$ cat src/rtl/pad_pull_pkg.sv
package pad_pull_pkg;
  localparam int unsigned DATA_W = 32;
  localparam int unsigned LANE_W = 8;
  localparam logic [11:0] PU_OFS = 12'h028;
  localparam logic [11:0] PD_OFS = 12'h02C;
endpackage

$ cat src/rtl/apb_wait_seq.sv
module apb_wait_seq #(
  parameter int unsigned WR_WAIT = 3,
  parameter int unsigned RD_WAIT = 2
) (
  input  logic clk_i,
  input  logic rst_ni,
  input  logic stby_rst_ni,
  input  logic psel_i,
  input  logic penable_i,
  input  logic pwrite_i,
  output logic ready_o
);
  localparam int unsigned MAX_WAIT = (WR_WAIT > RD_WAIT) ? WR_WAIT : RD_WAIT;
  localparam int unsigned CNT_W = (MAX_WAIT < 2) ? 1 : $clog2(MAX_WAIT + 1);

  logic             acc;
  logic [CNT_W-1:0] cnt_q;
  logic [CNT_W-1:0] target;

  assign acc     = psel_i & penable_i;
  assign target  = pwrite_i ? CNT_W'(WR_WAIT) : CNT_W'(RD_WAIT);
  assign ready_o = acc & (cnt_q == target);

  always_ff @(posedge clk_i or negedge rst_ni) begin
    if (!rst_ni)                cnt_q <= '0;
    else if (!stby_rst_ni)      cnt_q <= '0;
    else if (acc && !ready_o)   cnt_q <= cnt_q + 1'b1;
    else                        cnt_q <= '0;
  end

  p_ready_in_access_r11: assert property (@(posedge clk_i) disable iff (!rst_ni)
    ready_o |-> (psel_i && penable_i));

  p_wr_stretch_r2: assert property (@(posedge clk_i) disable iff (!rst_ni || !stby_rst_ni)
    (ready_o && pwrite_i) |-> ($past(acc, 3) && !$past(ready_o)));

  p_rd_stretch_r3: assert property (@(posedge clk_i) disable iff (!rst_ni || !stby_rst_ni)
    (ready_o && !pwrite_i) |-> ($past(acc, 2) && !$past(ready_o)));
endmodule

$ cat src/rtl/pull_reg_bank.sv
module pull_reg_bank
  import pad_pull_pkg::*;
#(
  parameter int unsigned PIN_N  = 16,
  parameter int unsigned ADDR_W = 12
) (
  input  logic              clk_i,
  input  logic              rst_ni,
  input  logic              wr_en_i,
  input  logic              rd_en_i,
  input  logic [ADDR_W-1:0] addr_i,
  input  logic [PIN_N-1:0]  wdata_i,
  input  logic [PIN_N/LANE_W-1:0] strb_i,
  output logic [PIN_N-1:0]  pu_q_o,
  output logic [PIN_N-1:0]  pd_q_o,
  output logic [DATA_W-1:0] rdata_o
);
  localparam int unsigned LANES = PIN_N / LANE_W;

  logic [PIN_N-1:0] pu_q, pd_q;
  logic             hit_pu, hit_pd;

  assign hit_pu = (addr_i[ADDR_W-1:2] == PU_OFS[ADDR_W-1:2]);
  assign hit_pd = (addr_i[ADDR_W-1:2] == PD_OFS[ADDR_W-1:2]);

  // Not reset by standby exit: only the system reset reaches these flops.
  always_ff @(posedge clk_i or negedge rst_ni) begin
    if (!rst_ni) begin
      pu_q <= '0;
      pd_q <= '0;
    end else if (wr_en_i) begin
      for (int l = 0; l < LANES; l++) begin
        if (strb_i[l]) begin
          if (hit_pu) pu_q[l*LANE_W +: LANE_W] <= wdata_i[l*LANE_W +: LANE_W];
          if (hit_pd) pd_q[l*LANE_W +: LANE_W] <= wdata_i[l*LANE_W +: LANE_W];
        end
      end
    end
  end

  always_comb begin
    rdata_o = '0;
    if (rd_en_i) begin
      if (hit_pu)      rdata_o[PIN_N-1:0] = pu_q;
      else if (hit_pd) rdata_o[PIN_N-1:0] = pd_q;
    end
  end

  assign pu_q_o = pu_q;
  assign pd_q_o = pd_q;

  p_hold_r7: assert property (@(posedge clk_i) disable iff (!rst_ni)
    !wr_en_i |=> ($stable(pu_q) && $stable(pd_q)));

  p_miss_hold_r11: assert property (@(posedge clk_i) disable iff (!rst_ni)
    (wr_en_i && !hit_pu && !hit_pd) |=> ($stable(pu_q) && $stable(pd_q)));
endmodule

$ cat src/rtl/pull_out_gate.sv
module pull_out_gate #(
  parameter int unsigned PIN_N = 16
) (
  input  logic             clk_i,
  input  logic             rst_ni,
  input  logic             apc_a_i,
  input  logic             apc_b_i,
  input  logic [PIN_N-1:0] pu_q_i,
  input  logic [PIN_N-1:0] pd_q_i,
  output logic [PIN_N-1:0] pu_o,
  output logic [PIN_N-1:0] pd_o
);
  logic en;
  assign en = apc_a_i & apc_b_i;

  for (genvar y = 0; y < PIN_N; y++) begin : g_pin
    assign pd_o[y] = en & pd_q_i[y];
    assign pu_o[y] = en & pu_q_i[y] & ~pd_q_i[y];  // pull-down wins
  end

  p_pd_wins_r8: assert property (@(posedge clk_i) disable iff (!rst_ni)
    (pu_o & pd_o) == '0);

  p_gate_off_r10: assert property (@(posedge clk_i) disable iff (!rst_ni)
    !(apc_a_i && apc_b_i) |-> (pu_o == '0 && pd_o == '0));
endmodule

$ cat src/rtl/pad_pull_ctrl.sv
module pad_pull_ctrl
  import pad_pull_pkg::*;
#(
  parameter int unsigned ADDR_W  = 12,
  parameter int unsigned PIN_N   = 16,
  parameter int unsigned WR_WAIT = 3,
  parameter int unsigned RD_WAIT = 2
) (
  input  logic              clk_i,
  input  logic              rst_ni,
  input  logic              stby_rst_ni,
  input  logic              psel_i,
  input  logic              penable_i,
  input  logic              pwrite_i,
  input  logic [ADDR_W-1:0] paddr_i,
  input  logic [31:0]       pwdata_i,
  input  logic [3:0]        pstrb_i,
  output logic [31:0]       prdata_o,
  output logic              pready_o,
  output logic              pslverr_o,
  input  logic              apc_a_i,
  input  logic              apc_b_i,
  output logic [PIN_N-1:0]  pu_o,
  output logic [PIN_N-1:0]  pd_o
);
  localparam int unsigned LANES = PIN_N / LANE_W;

  logic             ready;
  logic             wr_en, rd_en;
  logic [PIN_N-1:0] pu_q, pd_q;
  logic             unused_bits;

  assign unused_bits = ^{pwdata_i[31:PIN_N], pstrb_i[3:LANES]};

  apb_wait_seq #(.WR_WAIT(WR_WAIT), .RD_WAIT(RD_WAIT)) u_seq (
    .clk_i(clk_i), .rst_ni(rst_ni), .stby_rst_ni(stby_rst_ni),
    .psel_i(psel_i), .penable_i(penable_i), .pwrite_i(pwrite_i),
    .ready_o(ready)
  );

  assign wr_en = ready & pwrite_i;
  assign rd_en = ready & ~pwrite_i;

  pull_reg_bank #(.PIN_N(PIN_N), .ADDR_W(ADDR_W)) u_bank (
    .clk_i(clk_i), .rst_ni(rst_ni),
    .wr_en_i(wr_en), .rd_en_i(rd_en), .addr_i(paddr_i),
    .wdata_i(pwdata_i[PIN_N-1:0]), .strb_i(pstrb_i[LANES-1:0]),
    .pu_q_o(pu_q), .pd_q_o(pd_q), .rdata_o(prdata_o)
  );

  pull_out_gate #(.PIN_N(PIN_N)) u_gate (
    .clk_i(clk_i), .rst_ni(rst_ni),
    .apc_a_i(apc_a_i), .apc_b_i(apc_b_i),
    .pu_q_i(pu_q), .pd_q_i(pd_q),
    .pu_o(pu_o), .pd_o(pd_o)
  );

  assign pready_o  = ready;
  assign pslverr_o = 1'b0;

  p_rdata_quiet_r5: assert property (@(posedge clk_i) disable iff (!rst_ni)
    !pready_o |-> (prdata_o == '0));
endmodule

$ cat config.mk
export PLATFORM = sky130hd
export DESIGN_NAME = pad_pull_ctrl
export DESIGN_NICKNAME = d
export VERILOG_FILES = /design/src/rtl/pad_pull_pkg.sv /design/src/rtl/apb_wait_seq.sv /design/src/rtl/pull_reg_bank.sv /design/src/rtl/pull_out_gate.sv /design/src/rtl/pad_pull_ctrl.sv
export SDC_FILE = /design/constraint.sdc
export NUM_CORES = 1
export LEC_CHECK = 0
export BUFFER_PORTS_ARGS = -buffer_cell sky130_fd_sc_hd__buf_2
export CAP_MARGIN = 20
export CORE_MARGIN = 5
export CORE_UTILIZATION = 30
export DETAILED_ROUTE_END_ITERATION = 7
export SLEW_MARGIN = 10
export SYNTH_ARGS = -nofsm -noshare
export SYNTH_HDL_FRONTEND = slang
export SYNTH_SLANG_ARGS = --single-unit
$ cat constraint.sdc
create_clock -name clk_i -period 2.5 [get_ports clk_i]
set_input_delay 0.25 -clock clk_i [delete_from_list [all_inputs] [get_ports clk_i]]
set_output_delay 0.25 -clock clk_i [all_outputs]
set_load 0.01 [all_outputs]
== Word-level counts from Yosys, hierarchy flattened ==
Index checks and enable logic that the tools add are counted.
W data, S select, Z words.

* Bits in registers: 34
* Bits in read-only memories: 0
* Output and inout port bits: 66
* Memory bits (writable): 0
* Memories kept: 0
* Bits in latches: 0

* Multiply operators: 0
* Bitwise operators: 70
* Multiplexer cells: 6
* Reductions and logical operators: 6
* Divide/modulo/power cells: 0
* Magnitude comparators: 0
* Add/sub/neg operators: 1
* Shifts and indexed selects: 0
* Eq/ne operators: 3

{| class="wikitable"
|+ Operator list
! cell !! number
|-
| $and A1 B1 Y1 || 53
|-
| $mux W16 || 3
|-
| $eq A10 B4 Y1 const B || 2
|-
| $not A1 Y1 || 17
|-
| $reduce_and A3 Y1 || 4
|-
| $mux W2 || 2
|-
| $add A2 B1 Y2 const B || 1
|-
| $eq A2 B2 Y1 || 1
|-
| $logic_and A1 B1 Y1 || 1
|-
| $logic_not A1 Y1 || 1
|-
| $mux W1 || 1
|}

== Logic depth before layout (Yosys ltp) ==
* Word-level depth: 7
* Gate-level depth with buffers: 6

== By module ==
A second synthesis with hierarchy kept.

* Cell total of the unflattened synthesis: 185
* Area, all modules: 2124.5 µm²

{| class="wikitable"
|+ By module, submodules not included
! module !! area an instance (µm²) !! seq. area each (µm²) !! instances !! cells an instance
|-
| pull_reg_bank || 1704.1 || 800.8 || 1 || 132
|-
| pull_out_gate || 290.3 || 0.0 || 1 || 38
|-
| apb_wait_seq || 102.6 || 50.0 || 1 || 11
|-
| pad_pull_ctrl || 27.5 || 0.0 || 1 || 4
|}

== Worst setup path after synthesis ==
No wires, ideal clock.

* Path type: input port to output port
* From: in paddr_i[4]
* To: out prdata_o[10]
* Path buffers: 2
* Stages: 6
* Path slack: 890 ps
* Required time: 2250 ps
* Arrival time: 1360 ps
* Cells stage by stage: nor4b_4 and4_2 clkbuf_2 buf_2 a22oi_1 nor2_1

* Longest elaborated chain between the ends: 4
* Elaborated cells between the ends (all ways): 5
* Classes of those cells: eq/ne (2); mux (3)

{| class="wikitable"
|+ Ends and longest elaborated chain
! what !! line !! source
|-
| from (decl) || pad_pull_ctrl.sv:15 || <nowiki>input logic [ADDR_W-1:0] paddr_i,</nowiki>
|-
| $eq A10 B4 Y1 || pull_reg_bank.sv:24 || <nowiki>assign hit_pd = (addr_i[ADDR_W-1:2] == PD_OFS[ADDR_W-1:2]);</nowiki>
|-
| $mux W16 || pull_reg_bank.sv:45 || <nowiki>else if (hit_pd) rdata_o[PIN_N-1:0] = pd_q;</nowiki>
|-
| $mux W16 (*) || pull_reg_bank.sv:44 || <nowiki>if (hit_pu) rdata_o[PIN_N-1:0] = pu_q;</nowiki>
|-
| $mux W16 (*) || pull_reg_bank.sv:43 || <nowiki>if (rd_en_i) begin</nowiki>
|-
| to (decl) || pad_pull_ctrl.sv:18 || <nowiki>output logic [31:0] prdata_o,</nowiki>
|}

Mark *: on every way between the ends. The rest lies on a longest branch, timed or not.

== Worst setup path in the final report ==
* From: reg u_seq.cnt_q[0]
* To: out prdata_o[4]

* Longest elaborated chain between the ends: 4

{| class="wikitable"
|+ Ends and longest elaborated chain
! what !! line !! source
|-
| from (decl) || apb_wait_seq.sv:17 || <nowiki>logic [CNT_W-1:0] cnt_q;</nowiki>
|-
| from (signal assigned) || apb_wait_seq.sv:27 || <nowiki>else if (acc && !ready_o) cnt_q <= cnt_q + 1'b1;</nowiki>
|-
| $eq A2 B2 Y1 || apb_wait_seq.sv:22 || <nowiki>assign ready_o = acc & (cnt_q == target);</nowiki>
|-
| $and A1 B1 Y1 || apb_wait_seq.sv:22 ||
|-
| $and A1 B1 Y1 || pad_pull_ctrl.sv:42 || <nowiki>assign rd_en = ready & ~pwrite_i;</nowiki>
|-
| $mux W16 || pull_reg_bank.sv:43 ||
|}

Every way passes these cells.

==> results.toml <==
[logic_synthesis]
synth-async-reset-ratio_pct = 100
synthDominantCellAreaShare_pct = 42.7
yosys_most_used_dff = "dfrtp_1"
number_of_distinct_standard_cells_referenced_by_the_synthesized_netlist = 25
yosysMostFrequentCell = "dfrtp_1"
synth_enable_flop_cells = 0
yosys-top-cells-count = "dfrtp_1, mux2_2, buf_4, nor2_1, and3_1"
synth_seq_area_share_pct = 42.7
ys_top_cells_by_area = "dfrtp_1, mux2_2, buf_4"
synth.yosys.warnings = 0
syn-instance-count = 181
ys_ff_latch = 34
syn-mean-instance-area_sq_um = 11.0
post_syn_area_sq_um = 1990
synthDominantAreaCellType = "dfrtp_1"

[power]
vdd.ir_drop.worst_mv = 0.210
power-per-cell-area_nw_per_um2 = 451
p_leak_nw = 1.34
p_total_mw = 1.13

[cts]
cts_buffers = 5
cts-hold-fix-buffers = 0
cts-resized-gates = 0
clk_transition_reported_paths_ns = 0.07
insertion_delay_ns = 0.28
cts.htree.levels = 2
tritoncts_clock_tree = "done"
buffer_cell_driving_the_clock_tree_root = "clkbuf_8"
max-clock-path-buffers = 2
cts.sinks = 34
cts_post_setup_buffers_inserted = 0

[timing]
hold_viol = 0
clock.fmax_mhz = 472
maxSlewHeadroom_pct = 48.5
final.period_utilization_pct = 84.7
grt_setup_unrepaired = "no"
finalSetupTns_ns = 0
skew_ns = 0.00573
slew_viol_final = 0
finalWorstPathRequiredPeriod_ns = 2.12
max_slew.worst_pin.slew_ns = 0.773
finalSetupViolCount = 0
postLayoutSetupSlackWorst_ns = 0.383

[floorplan]
fp-row-count = 29
die_x_um = 91.5
overall_die_area_sq_um = 8370
die_h_um = 91.5
boundaryPins = 122
core_region_area_sq_um = 6420
initial_utilization_pct = 31.0

[placement]
placement.io_buffers = 84
place_hpwl_um = 3980
final_weighted_congestion_of_routability_driven_global_placement = 0.673
pre_cts_slack_ns = 0.528

[final_layout]
area_growth_syn_to_layout_pct = 26.1
n_fill_cell = 674
antenna_cells_inserted = 0
finish.net_count = 318
layout-drive-gt1-share_pct = 50.0

[status]
status = "complete, no violations"

[grt]
grt_remaining_overflow = 0
first_global_vias = 1798
globalRouteMet3Util_pct = 4.55
grt_pass1_wl_um = 9050
groute.layer.met1.usage_pct = 16.8
grt_start_max_net_pins = 35
grt_util_met2_pct = 22.0
grtUsageTotal_pct = 13.5
antenna_violations_before_repair = 0
busiest_layer_in_global_routing = "met2"

[critical_path]
worst_setup_path_end_kind = "output port"
worst_path_largest_cell_delay_ns = 0.53
critPathTopFamily = "simple AND/OR/NAND/NOR gates"
crit_path_cell_trace = "xnor2_1 > and3_1 > nand2b_1 > nor2_1 > buf_2"
path_max_fanout = 16
critical_path_source = "u_seq.cnt_q[0]"
worst_ep_required_time_ns = 2.25
timing.critical_path.from_type = "flip-flop"
crit_buf_inv = 1
startpoint_of_the_worst_register_to_register_path = "u_seq.cnt_q[1]"
critical_path.slowest_cell = "nand2b_1"
timing.setup.critical_path_class = "flip-flop to output port"
worstPathArrival_ns = 1.87

[routing]
drt-wirelength-per-cell_um = 16.7
vias_per_cell = 4.96
drt_drc_violations_left = 0
drt-pass1-iter-count = 6
via_count = 1680
dr.first_iter.drc_count = 70
drt.antenna.violating_nets = 0
detail_route.wirelength_um = 5660

[job]
max_cap_violations = 0

[min_path]
hold_path.class = "primary input to async pin"
[routing by layer]
| layer | routed length, um | share of wire, % | vias up |
|---|---|---|---|
| met5 | 0 | 0 | - |
| met1 | 2490 | 44 | 817 |
| met4 | 85 | 1.5 | 0 |
| li1 | - | - | 778 |
| met2 | 2640 | 47 | 74 |
| met3 | 442 | 7.8 | 11 |
[power by group]
group | leakage [nW] | internal (mW) | switching (mW)
clock | 0.0573 | 0.319 | 0.182
sequential | 0.475 | 0.551 | 0.00109
combinational | 0.803 | 0.0252 | 0.0540
[stage by stage]
| step | util (%) | instances | cell area (sq um) | hold WS [ns] |
|---|---|---|---|---|
| 4_1_cts | 39.1 | 339 | 2510 | 0.0662 |
| 3_3_place_gp | 37.3 | 332 | 2400 | 0.370 |
| 3_5_place_dp | 37.3 | 332 | 2400 | 0.372 |
| 6_report | 39.1 | 339 | 2510 | 0.0460 |
| 5_1_grt | 39.1 | 339 | 2510 | 0.115 |
| 2_1_floorplan | - | 197 | 2050 | -0.0456 |
[layout by cell type, fill, tap and decap left out, types with 2 or more instances in the layout]
cell,n
buf_2,84
nor3b_1,16
nor2_1,18
a22oi_1,16
clkbuf_8,6
dfrtp_1,34
nor2_4,4
and2_1,2
conb_1,17
and3_1,17
nand4_1,3
nand2_1,2
mux2_2,32
[kinds of logic (layout without fill, tap and decap cells)]
kind of cell | Yosys count | count (layout) | share of synthesized area (%)
AND/OR/NAND/NOR | 69 | 69 | 23.3
flip-flops | 34 | 34 | 42.7
multiplexers | 33 | 33 | 18.6
buffers and inverters | 27 | 92 | 8.73
AO/OA/AOI/OAI | 16 | 16 | 6.03
other | 1 | 17 | 0.188
XOR/XNOR | 1 | 1 | 0.440
[state kept, by name, indices dropped and copies added, names as in the netlist]
signal,cells
u_seq.cnt_q,2
u_bank.pd_q_o,16
u_bank.pu_q_o,16
[path summary, 6_finish.rpt]
check / end / slack (ns) / cells past startpoint
max: prdata_o[4] / 0.38 / 5
min: u_bank.pd_q_o[9] / 0.05 / 1
max reg2reg: u_bank.pd_q_o[1] / 0.91 / 4
min reg2reg: u_bank.pu_q_o[2] / 0.54 / 1
max in group asynchronous: u_bank.pu_q_o[1] / 1.96 / 1
min in group clk_i: u_seq.cnt_q[1] / 0.22 / 3
[worst reg2reg max path, cell delays in order, from the launching register on]
cell,delay [ns]
dfrtp_1,0.36
and2_1,0.17
nand4_1,0.24
nor2_4,0.34
mux2_2,0.37
[area by class of cell]
| class | instances | area (sq um) | area share [%] |
|---|---|---|---|
| flip-flops and latches | 34 | 851 | 33.9 |
| inverters | 1 | 3.75 | 0.149 |
| clock inverters | 1 | 30.0 | 1.20 |
| multi-input cells | 136 | 1030 | 40.9 |
| clock buffers | 6 | 82.6 | 3.29 |
| repair buffers | 84 | 420 | 16.7 |
| well taps | 77 | 96.3 | 3.84 |
No activity file was read; power rests on OpenSTA's default activity.
